**config.mk**
```make
export PLATFORM = sky130hd
export DESIGN_NAME = pwm_gen
export DESIGN_NICKNAME = d
export VERILOG_FILES = /design/src/rtl/pwm_gen_pkg.sv /design/src/rtl/pwm_gen_shadow.sv /design/src/rtl/pwm_gen_cnt.sv /design/src/rtl/pwm_gen_cmp.sv /design/src/rtl/pwm_gen.sv
export SDC_FILE = /design/constraint.sdc
export NUM_CORES = 1
export LEC_CHECK = 0
export BUFFER_PORTS_ARGS = -buffer_cell sky130_fd_sc_hd__buf_2
export CAP_MARGIN = 5
export CORE_ASPECT_RATIO = 0.9
export CORE_MARGIN = 8
export CORE_UTILIZATION = 60
export CTS_BUF_LIST = sky130_fd_sc_hd__clkbuf_8
export DETAILED_ROUTE_END_ITERATION = 12
export GPL_ROUTABILITY_DRIVEN = 0
export PLACE_DENSITY = 0.81
export SLEW_MARGIN = 20
export SYNTH_ARGS = -nofsm -noshare
export SYNTH_HDL_FRONTEND = slang
export SYNTH_SLANG_ARGS = --single-unit
```
**constraint.sdc**
```tcl
create_clock -name clk_i -period 4.32 [get_ports clk_i]
set_input_delay 0.216 -clock clk_i [delete_from_list [all_inputs] [get_ports clk_i]]
set_output_delay 0.216 -clock clk_i [all_outputs]
set_load 0.02 [all_outputs]
```
**src/rtl/pwm_gen_pkg.sv**
```systemverilog
package pwm_gen_pkg;
  typedef enum logic [1:0] {
    SEL_PERIOD = 2'd0,
    SEL_CMPA   = 2'd1,
    SEL_CMPB   = 2'd2,
    SEL_NONE   = 2'd3
  } wr_sel_e;

  localparam int EV_ZERO = 0;
  localparam int EV_PER  = 1;
  localparam int EV_CMPA = 2;
  localparam int EV_CMPB = 3;
  localparam int EV_N    = 4;
  localparam int NUM_REG = 3;
  localparam int NUM_CMP = 2;
endpackage

```
**src/rtl/pwm_gen_shadow.sv**
```systemverilog
module pwm_gen_shadow #(
  parameter int W = 16
) (
  input  logic         clk_i,
  input  logic         rst_ni,
  input  logic         wr_i,
  input  logic [W-1:0] data_i,
  input  logic         apply_i,
  output logic [W-1:0] act_o,
  output logic         pend_o
);
  logic [W-1:0] pend_val_q;

  always_ff @(posedge clk_i or negedge rst_ni) begin
    if (!rst_ni) begin
      pend_val_q <= '0;
      pend_o     <= 1'b0;
      act_o      <= '0;
    end else begin
      // apply moves the old pending copy; a same-cycle write stays pending
      if (apply_i && pend_o) act_o <= pend_val_q;
      if (wr_i) begin
        pend_val_q <= data_i;
        pend_o     <= 1'b1;
      end else if (apply_i) begin
        pend_o     <= 1'b0;
      end
    end
  end
endmodule

```
**src/rtl/pwm_gen_cnt.sv**
```systemverilog
module pwm_gen_cnt #(
  parameter int W = 16
) (
  input  logic         clk_i,
  input  logic         rst_ni,
  input  logic         updown_i,
  input  logic         stall_i,
  input  logic         stall_run_i,
  input  logic         glb_reset_i,
  input  logic [W-1:0] period_i,
  output logic [W-1:0] cnt_o,
  output logic         down_o,
  output logic         fresh_o,
  output logic         zero_enter_o
);
  logic         dir_q;
  logic         adv;
  logic [W-1:0] cnt_nxt;
  logic         dir_nxt;

  assign adv = ~stall_i | stall_run_i | (cnt_o != '0);

  always_comb begin
    if (!updown_i) begin
      cnt_nxt = (cnt_o == '0) ? period_i : cnt_o - 1'b1;
      dir_nxt = 1'b1;
    end else if (cnt_o == '0) begin
      cnt_nxt = (period_i == '0) ? '0 : {{(W-1){1'b0}}, 1'b1};
      dir_nxt = 1'b0;
    end else if (!dir_q && cnt_o < period_i) begin
      cnt_nxt = cnt_o + 1'b1;
      dir_nxt = 1'b0;
    end else begin
      cnt_nxt = cnt_o - 1'b1;
      dir_nxt = 1'b1;
    end
  end

  assign zero_enter_o = glb_reset_i | (adv & (cnt_nxt == '0));
  assign down_o       = ~updown_i | dir_q;

  always_ff @(posedge clk_i or negedge rst_ni) begin
    if (!rst_ni) begin
      cnt_o   <= '0;
      dir_q   <= 1'b1;
      fresh_o <= 1'b0;
    end else if (glb_reset_i) begin
      cnt_o   <= '0;
      dir_q   <= 1'b1;
      fresh_o <= 1'b1;
    end else if (adv) begin
      cnt_o   <= cnt_nxt;
      dir_q   <= dir_nxt;
      fresh_o <= 1'b1;
    end else begin
      fresh_o <= 1'b0;
    end
  end
endmodule

```
**src/rtl/pwm_gen_cmp.sv**
```systemverilog
module pwm_gen_cmp #(
  parameter int W = 16
) (
  input  logic         clk_i,
  input  logic         rst_ni,
  input  logic [W-1:0] cnt_i,
  input  logic [W-1:0] cmp_i,
  input  logic         fresh_i,
  input  logic         down_i,
  input  logic         zero_ev_i,
  output logic         match_o,
  output logic         pwm_o
);
  assign match_o = fresh_i & (cnt_i == cmp_i);

  always_ff @(posedge clk_i or negedge rst_ni) begin
    if (!rst_ni)                 pwm_o <= 1'b0;
    else if (match_o && down_i)  pwm_o <= 1'b0;
    else if (zero_ev_i)          pwm_o <= 1'b1;
  end
endmodule

```
**src/rtl/pwm_gen.sv**
```systemverilog
module pwm_gen
  import pwm_gen_pkg::*;
#(
  parameter int CNT_W = 16
) (
  input  logic             clk_i,
  input  logic             rst_ni,
  input  logic             updown_i,
  input  logic             sync_upd_i,
  input  logic             stall_run_i,
  input  logic [EV_N-1:0]  irq_sel_i,
  input  logic [EV_N-1:0]  trig_sel_i,
  input  logic             wr_en_i,
  input  logic [1:0]       wr_sel_i,
  input  logic [CNT_W-1:0] wr_data_i,
  input  logic             glb_update_i,
  input  logic             glb_reset_i,
  input  logic             stall_i,
  output logic             pwm_a_o,
  output logic             pwm_b_o,
  output logic             zero_o,
  output logic             load_o,
  output logic             cmpa_o,
  output logic             cmpb_o,
  output logic             irq_o,
  output logic             adc_trig_o
);
  logic [CNT_W-1:0]   act [NUM_REG];
  logic [NUM_REG-1:0] pend;
  logic [CNT_W-1:0]   cnt;
  logic [CNT_W-1:0]   load_act;
  logic               down, fresh, zero_enter, apply, armed_q;
  logic [NUM_CMP-1:0] match, pwm;
  logic [EV_N-1:0]    ev;

  assign apply    = zero_enter & (~sync_upd_i | armed_q);
  assign load_act = act[SEL_PERIOD];

  always_ff @(posedge clk_i or negedge rst_ni) begin
    if (!rst_ni)                      armed_q <= 1'b0;
    else if (apply)                   armed_q <= 1'b0;
    else if (glb_update_i && |pend)   armed_q <= 1'b1;
  end

  for (genvar k = 0; k < NUM_REG; k++) begin : g_reg
    pwm_gen_shadow #(.W(CNT_W)) u_shadow (
      .clk_i   (clk_i),
      .rst_ni  (rst_ni),
      .wr_i    (wr_en_i && (wr_sel_i == 2'(k))),
      .data_i  (wr_data_i),
      .apply_i (apply),
      .act_o   (act[k]),
      .pend_o  (pend[k])
    );
  end

  pwm_gen_cnt #(.W(CNT_W)) u_cnt (
    .clk_i        (clk_i),
    .rst_ni       (rst_ni),
    .updown_i     (updown_i),
    .stall_i      (stall_i),
    .stall_run_i  (stall_run_i),
    .glb_reset_i  (glb_reset_i),
    .period_i     (load_act),
    .cnt_o        (cnt),
    .down_o       (down),
    .fresh_o      (fresh),
    .zero_enter_o (zero_enter)
  );

  assign ev[EV_ZERO] = fresh & (cnt == '0);
  assign ev[EV_PER]  = fresh & (cnt == load_act);

  for (genvar c = 0; c < NUM_CMP; c++) begin : g_cmp
    pwm_gen_cmp #(.W(CNT_W)) u_cmp (
      .clk_i     (clk_i),
      .rst_ni    (rst_ni),
      .cnt_i     (cnt),
      .cmp_i     (act[SEL_CMPA + c]),
      .fresh_i   (fresh),
      .down_i    (down),
      .zero_ev_i (ev[EV_ZERO]),
      .match_o   (match[c]),
      .pwm_o     (pwm[c])
    );
    assign ev[EV_CMPA + c] = match[c];
  end

  assign zero_o     = ev[EV_ZERO];
  assign load_o     = ev[EV_PER];
  assign cmpa_o     = ev[EV_CMPA];
  assign cmpb_o     = ev[EV_CMPB];
  assign pwm_a_o    = pwm[0];
  assign pwm_b_o    = pwm[1];
  assign irq_o      = |(ev & irq_sel_i);
  assign adc_trig_o = |(ev & trig_sel_i);
endmodule

```
==> summary.log, run 1 <==
INFO  synth          syn_area_per_cell=9.37um2
INFO  synth          yosys-top-cells-count=dfrtp_1 (119), nand3_1 (64), clkbuf_1 (60), nor3_1 (58), a311o_1 (50)
INFO  timing         finalHoldViolations=0
INFO  power          worst_ir_drop_vdd=0.400mV
INFO  power          p_leak=3.69nW
INFO  grt            grt_overflow_total=0
INFO  detailed_routing dr.pass1.iters=8
INFO  grt            via_count_of_the_first_global_routing_pass=7207
INFO  floorplan      coreArea=13200um2
INFO  power          switching_share=0.430
INFO  worst_setup_path worstSetupStartpointType=flip-flop
INFO  worst_setup_path crit_type=reg2reg
INFO  timing         fin_worst_skew=16.9ps
INFO  detailed_routing drc_errors=0
INFO  clocking       number_of_setup_buffers_added_after_cts=0
INFO  timing         worstMarginPinSlew=1040ps
INFO  synth          postSynthCellCount=853
INFO  worst_hold_path min-delay-path-class=in2reg
INFO  worst_hold_path hold_depth=2
INFO  detailed_routing drt-total-wl=24800um
INFO  synth          net_count_synth=907
INFO  worst_setup_path timing.critical_path.slowest_stage_cell=or4_1
INFO  power          p_per_area=690nW/um2
INFO  worst_hold_path holdPathEnd=g_reg[1].u_shadow.pend_val_q[6]$_DFFE_PN0P_
INFO  timing         final_max_slew_viol_count=0
INFO  clocking       clockBufferDepth=2
INFO  detailed_routing route.detailed.vias_per_inst=7.14
INFO  floorplan      floorplan.rows=40
INFO  clocking       cts_tree=built
INFO  final_layout   antenna-diode-count=0
INFO  placement      port_buffers=42
INFO  worst_setup_path crit_required=4650ps
INFO  detailed_routing detail_route.wl_per_cell=23.6um
INFO  worst_setup_path cp_max_fo=49
INFO  timing         fmaxAchievable=243MHz
INFO  worst_hold_path hp-start=wr_data_i[6]
INFO  placement      dp.cells=1016
INFO  final_layout   drive_gt1_frac=0.199
INFO  worst_setup_path timing.rr.end=g_reg[0].u_shadow.act_o[6]$_DFFE_PN0P_
INFO  synth          yosysWarningCount=0
INFO  detailed_routing dr.first_iter.drc_count=1197
INFO  synth          ys_ff_latch=120
INFO  detailed_routing antenna_violating_nets_left=0
INFO  run_status     result_of_the_run=completed
INFO  worst_setup_path crit_path_cell_trace=inv_1 -> ha_1 -> a211oi_1 -> nor2_1 -> or4_1 -> nor3_1 -> a211oi_1 -> a21oi_1 -> a2111o_1 -> buf_4 -> nor3_1 -> a311o_1
INFO  final_layout   design.final.nets=922
INFO  timing         grt_setup_unrepaired=no
INFO  clocking       tritoncts.num_buffers=17
INFO  grt            grt_max_degree=82
INFO  synth          yosys.cell_count.top_type=dfrtp_1
INFO  clocking       clk_root_buffer_cell=clkbuf_8
INFO  floorplan      die_w=138um
INFO  worst_setup_path reg2reg_setup_slack=200ps
INFO  clocking       htree_levels=4
INFO  timing         final_min_period_over_clock_period=0.954
INFO  clocking       path_clk_slew=80ps
INFO  synth          synth.largest_area_cell=dfrtp_1
INFO  floorplan      top_level_ports=43
INFO  worst_setup_path rr_worst_depth=12
INFO  power          netSwitchingPower=2.62mW
INFO  timing         finalHoldWorstSlack=13.7ps
INFO  power          power.sequential.fraction=0.312
INFO  final_layout   postLayoutCoreUtil=0.671
INFO  detailed_routing route.vias.total=7487
INFO  timing         final.min_clock_period=4120ps
INFO  floorplan      start_util=0.607
INFO  flow_run       max_cap_violations=0
INFO  synth          ys_top_cells_by_area=dfrtp_1 (37%), mux2_2 (6.9%), a311o_1 (6.3%)
INFO  synth          count_of_different_cell_masters_after_synthesis=69
INFO  placement      post-dp-hpwl=16700um
INFO  final_layout   instances_no_fill=1048
INFO  timing         slew_headroom=0.305
INFO  synth          synth_edf_count=0
INFO  power          power.internal=3.47mW
INFO  worst_setup_path cp_data_arrival_time=4450ps
INFO  floorplan      floorplan.die_area=17300um2
INFO  grt            antenna_found_initial=0
INFO  timing         setup-violations-final=0
INFO  placement      pre_cts_slack=402ps
INFO  clocking       numClockSinks=120
INFO  final_layout   area.growth.synth_to_final=10.5%
INFO  timing         final.setup.tns=0ps
INFO  floorplan      floorplan.die.height=125um
INFO  grt            first_pass_grt_wire_length=39300um
INFO  grt            grtUsageTotal=0.290
INFO  worst_setup_path setup.worst_path.end_class=flip-flop
INFO  timing         post-route-worst-setup-slack=201ps
INFO  worst_setup_path regToRegStartpoint=g_reg[0].u_shadow.act_o[13]$_DFFE_PN0P_
INFO  synth          synth.cell_area=7990um2
INFO  power          power_frac_comb=0.479
INFO  clocking       insertion_delay=460ps
INFO  synth          postSynth.asyncResetShare=1.00
INFO  synth          yosysTopAreaCellShare=0.373
INFO  synth          yosysSeqAreaShare=0.376
INFO  synth          ys_dominant_reg_cell=dfrtp_1
INFO  worst_setup_path slowest_delay=610ps
INFO  power          power_share_of_the_clock_group=0.209
-- flip-flops by register name (all words and copies together) (netlist names) --
register	cells
g.u_shadow.act_o	48
g.u_shadow.pend_val_q	48
u_cnt.cnt_o	16
g.u_shadow.pend_o	3
g_cmp.u_cmp.pwm_o	2
armed_q	1
u_cnt.dir_q	1
u_cnt.fresh_o	1
-- per-stage QoR --
step | instance area [um2] | power, mW
global route | 8830 | 6.37
floorplan | 7990 | 3.86
finish | 8830 | 6.09
detailed placement | 8320 | 4.69
CTS | 8820 | 5.99
global placement | 8320 | 4.56
-- cell families (layout without fill, tap and decap cells) --
| kind of cell | count (synthesis) | in the layout | share of synthesized area |
|---|---|---|---|
| multiplexers | 50 | 50 | 0.0703 |
| XOR/XNOR | 49 | 49 | 0.0537 |
| AO/OA/AOI/OAI | 231 | 231 | 0.227 |
| flip-flops | 120 | 120 | 0.376 |
| buffers and inverters | 106 | 133 | 0.0576 |
| AND/OR/NAND/NOR | 278 | 278 | 0.186 |
| adder cells (fa/ha/maj) | 19 | 19 | 0.0298 |
-- worst max-delay path by stage --
stage	from	end	cells past startpoint	slack, ps
after floorplan	u_cnt.cnt_o[6]$_DFFE_PN0P_	g_reg[0].u_shadow.pend_o$_DFFE_PN0P_	12	820
after global placement	u_cnt.cnt_o[15]$_DFFE_PN0P_	g_reg[1].u_shadow.act_o[7]$_DFFE_PN0P_	10	480
after detailed placement	u_cnt.cnt_o[15]$_DFFE_PN0P_	g_reg[1].u_shadow.act_o[8]$_DFFE_PN0P_	11	400
after CTS	u_cnt.cnt_o[15]$_DFFE_PN0P_	g_reg[0].u_shadow.act_o[6]$_DFFE_PN0P_	11	360
after global routing	u_cnt.cnt_o[15]$_DFFE_PN0P_	g_reg[2].u_shadow.act_o[8]$_DFFE_PN0P_	11	130
final	g_reg[0].u_shadow.act_o[13]$_DFFE_PN0P_	g_reg[0].u_shadow.act_o[6]$_DFFE_PN0P_	12	200
-- area by class of cell --
class / instances / area [um2]
sequential: 120 / 3000
tap: 168 / 210
timing repair buffer: 77 / 494
clock buffer: 17 / 234
inverter: 25 / 93.8
clock inverter: 14 / 254
multi-input combinational: 627 / 4540
fill: 1019 / 4330
-- routing by layer --
layer / share of wire / GRT usage / wire, um / vias to the layer above
met3: 0.12 / 0.0693 / 2880 / 110
met5: 0 / 0 / 0 / -
met4: 0.043 / 0.120 / 1060 / 0
met2: 0.45 / 0.431 / 11100 / 546
met1: 0.39 / 0.395 / 9720 / 3602
li1: - / - / - / 3229
-- cell usage in the layout (no fill, tap or decap), drive strengths merged, types with 5 or more instances in the layout --
cell type | synthesis | final
nor3 | 60 | 60
clkbuf | 60 | 17
buf | 21 | 76
xnor2 | 33 | 33
inv | 25 | 27
nand3 | 65 | 65
dfrtp | 119 | 119
a21boi | 33 | 33
a311o | 50 | 50
nand4 | 18 | 18
ha | 19 | 19
a21o | 49 | 49
a211oi | 8 | 8
mux2 | 49 | 49
bufinv | 0 | 7
xor2 | 16 | 16
nor4 | 22 | 22
o21ai | 11 | 11
or3 | 5 | 5
nand2 | 33 | 33
a21oi | 38 | 38
nor2 | 43 | 43
nor2b | 7 | 7
a31oi | 10 | 10
-- power groups by stage --
| stage | clock network [mW] | logic, mW | registers [mW] |
|---|---|---|---|
| 2_1_floorplan | 0 | 2.15 | 1.71 |
| 3_3_place_gp | 0 | 2.70 | 1.87 |
| 3_5_place_dp | 0 | 2.79 | 1.89 |
| 4_1_cts | 1.28 | 2.83 | 1.87 |
| 5_1_grt | 1.33 | 3.11 | 1.93 |
| 6_report | 1.28 | 2.92 | 1.90 |
-- repair_timing --
| item | CTS | global route |
|---|---|---|
| resized for setup | 0 | 0 |
| hold endpoints to repair | 80 | 0 |
| hold buffers | 1 | 0 |
-- worst max-delay path: cells and delay by family, from the launching register on --
family | cells | cell delay [ps]
simple gates | 4 | 1420
compound gates | 5 | 1170
buf+inv | 2 | 610
flops | 1 | 430
fa+ha+maj | 1 | 320
Note: power is estimated with default switching activity, not from simulation.
==> inputs of run 2 (changes only) <==
--- a/config.mk
+++ b/config.mk
@@ -13,7 +13,7 @@
 export CTS_BUF_LIST = sky130_fd_sc_hd__clkbuf_8
 export DETAILED_ROUTE_END_ITERATION = 12
 export GPL_ROUTABILITY_DRIVEN = 0
-export PLACE_DENSITY = 0.81
+export PLACE_DENSITY = 0.77
 export SLEW_MARGIN = 20
 export SYNTH_ARGS = -nofsm -noshare
 export SYNTH_HDL_FRONTEND = slang
==> run 2 against run 1 <==
  * Sequential share of layout area rose by 0.50 points
  * Global-route usage rose by 0.061 points
  * Flip-flop and latch count did not move
  * Critical endpoint is now g_reg[2].u_shadow.act_o[2]$_DFFE_PN0P_
  * Clock skew fell by 5.4 ps
  * Worst setup slack got worse by 25 ps
  * Design area fell by 1.5%
  * Largest power group unchanged
==> summary.log, run 2 (synthesis results as in run 1) <==
INFO  run_status     result_of_the_run=completed
INFO  worst_setup_path critical-path-top-delay-family=compound AO/OA/AOI/OAI gates
INFO  power          worst_ir_drop_vdd=0.321mV
INFO  worst_setup_path crit_path_cell_trace=inv_1 -> ha_1 -> nand4_1 -> a2111o_1 -> a311oi_1 -> or3b_1 -> nand3_1 -> a2111o_1 -> or2_1 -> buf_4 -> a311o_1
INFO  timing         final_max_slew_viol_count=0
INFO  final_layout   layout.cells.most_common_list=dfrtp_1 (119), nand3_1 (64), nor3_1 (58), a311o_1 (50)
INFO  final_layout   postLayoutCoreUtil=0.661
INFO  timing         setup-violations-final=0
INFO  final_layout   regs_by_ff_count=g.u_shadow.act_o x48, g.u_shadow.pend_val_q x48, u_cnt.cnt_o x16
INFO  worst_setup_path cp_max_fo=27
INFO  clocking       cts_tree=built
INFO  floorplan      top_level_ports=43
INFO  final_layout   antenna-diode-count=0
INFO  detailed_routing dr.first_iter.drc_count=989
INFO  worst_setup_path crit_top_cell=a2111o_1
INFO  placement      post-dp-hpwl=16900um
INFO  clocking       numClockSinks=120
INFO  grt            first_pass_grt_wire_length=39400um
INFO  worst_setup_path worstSetupStartpointType=flip-flop
INFO  clocking       clk_root_buffer_cell=clkbuf_8
INFO  detailed_routing antenna_violating_nets_left=0
INFO  timing         slew_headroom=0.344
INFO  worst_hold_path min-delay-path-class=in2reg
INFO  floorplan      die_w=138um
INFO  final_layout   instances_no_fill=1052
INFO  grt            grtUsageTotal=0.291
INFO  timing         grt_setup_unrepaired=no
INFO  floorplan      floorplan.die.height=125um
INFO  detailed_routing route.vias.total=7425
INFO  grt            via_count_of_the_first_global_routing_pass=7231
INFO  floorplan      coreArea=13200um2
INFO  worst_setup_path timing.critical_path.slowest_stage_cell=a2111o_1
INFO  final_layout   design.final.nets=925
INFO  placement      port_buffers=42
INFO  timing         finalHoldViolations=0
INFO  clocking       path_clk_slew=80ps
INFO  timing         final_min_period_over_clock_period=0.959
INFO  timing         fmaxAchievable=241MHz
INFO  clocking       post_cts_resized=0
INFO  worst_setup_path crit_type=reg2reg
INFO  timing         worstMarginPinSlew=976ps
INFO  clocking       tritoncts.num_buffers=17
INFO  final_layout   area.growth.synth_to_final=8.88%
INFO  clocking       number_of_setup_buffers_added_after_cts=0
INFO  grt            grt_max_degree=86
INFO  timing         post-route-worst-setup-slack=176ps
INFO  power          p_per_area=657nW/um2
INFO  timing         final.setup.tns=0ps
INFO  final_layout   mostFrequentLayoutCell=dfrtp_1
INFO  timing         final.min_clock_period=4140ps
INFO  worst_setup_path crit_required=4670ps
INFO  timing         fin_worst_skew=11.5ps
INFO  worst_setup_path cp_data_arrival_time=4500ps
INFO  detailed_routing route.detailed.vias_per_inst=7.06
INFO  floorplan      floorplan.die_area=17300um2
INFO  clocking       insertion_delay=470ps
INFO  flow_run       max_cap_violations=0
INFO  worst_setup_path setup.worst_path.end_class=flip-flop
INFO  detailed_routing dr.pass1.iters=6
INFO  worst_setup_path slowest_delay=710ps
INFO  detailed_routing drc_errors=0
INFO  grt            antenna_found_initial=0
INFO  detailed_routing detail_route.wl_per_cell=23.1um
INFO  grt            grt_overflow_total=0
INFO  clocking       htree_levels=4
INFO  detailed_routing drt-total-wl=24300um
INFO  power          p_leak=3.61nW
INFO  clocking       clockBufferDepth=2
INFO  floorplan      floorplan.rows=40
INFO  worst_setup_path combined_buffer_and_inverter_count_along_the_critical_path=2
INFO  floorplan      start_util=0.607
INFO  placement      pre_cts_slack=362ps
INFO  placement      dp.cells=1017
INFO  final_layout   drive_gt1_frac=0.201
run 2: cell types whose count changed in the layout (fill, tap and decap cells not counted), moves of 2 or more:
| cell | delta |
|---|---|
| buf_4 | +2 |
| clkinv_4 | +2 |
| dlygate4sd3_1 | +2 |
| clkinvlp_4 | +4 |
| bufinv_16 | -7 |
run 2: layer usage:
| layer | GRT usage | share of wire | up-vias |
|---|---|---|---|
| li1 | - | - | 3229 |
| met1 | 0.392 | 0.41 | 3608 |
| met2 | 0.427 | 0.45 | 507 |
| met3 | 0.0785 | 0.11 | 81 |
| met4 | 0.125 | 0.032 | 0 |
| met5 | 0 | 0 | - |
run 2: final cells by class:
cell class              instances  area (um2)
clock buffers                  18         248
clock inverters                14         101
fillers                      1033        4460
inverters                      25        93.8
multi-input cells             627        4530
flip-flops and latches        120        3000
well taps                     168         210
repair buffers                 80         509
run 2: timing repair:
action / 4_1_cts / 5_1_grt
hold endpoints to repair: 82 / 0
hold buffers: 3 / 0
setup endpoints to repair: 0 / 0
run 2: worst paths after layout:
check / slack, ps / cells past startpoint / endpoint / startpoint
setup / recovery: 180 / 11 / g_reg[2].u_shadow.act_o[2]$_DFFE_PN0P_ / g_reg[0].u_shadow.act_o[15]$_DFFE_PN0P_
setup reg to reg: 180 / 11 / g_reg[2].u_shadow.act_o[2]$_DFFE_PN0P_ / g_reg[0].u_shadow.act_o[15]$_DFFE_PN0P_
min in group asynchronous: 340 / 2 / g_reg[1].u_shadow.pend_val_q[15]$_DFFE_PN0P_ / rst_ni
hold / removal: 20 / 2 / g_reg[1].u_shadow.pend_val_q[2]$_DFFE_PN0P_ / wr_data_i[2]
hold reg to reg: 530 / 2 / g_cmp[0].u_cmp.pwm_o$_DFFE_PN0P_ / g_cmp[0].u_cmp.pwm_o$_DFFE_PN0P_
max in group asynchronous: 2990 / 3 / g_reg[0].u_shadow.act_o[10]$_DFFE_PN0P_ / rst_ni
run 2: power by group:
group	internal (mW)	switching, mW
combinational	1.21	1.72
clock	0.410	0.509
sequential	1.46	0.404
total	3.09	2.63
run 2: through the flow:
stage / hold slack [ps] / total power [mW] / cell area, um2
2_1_floorplan: -79.6 / 3.86 / 7990
3_3_place_gp: 465 / 4.58 / 8320
3_5_place_dp: 479 / 4.70 / 8320
4_1_cts: 11.1 / 5.64 / 8700
5_1_grt: 19.4 / 6.04 / 8700
6_report: 22.6 / 5.72 / 8700
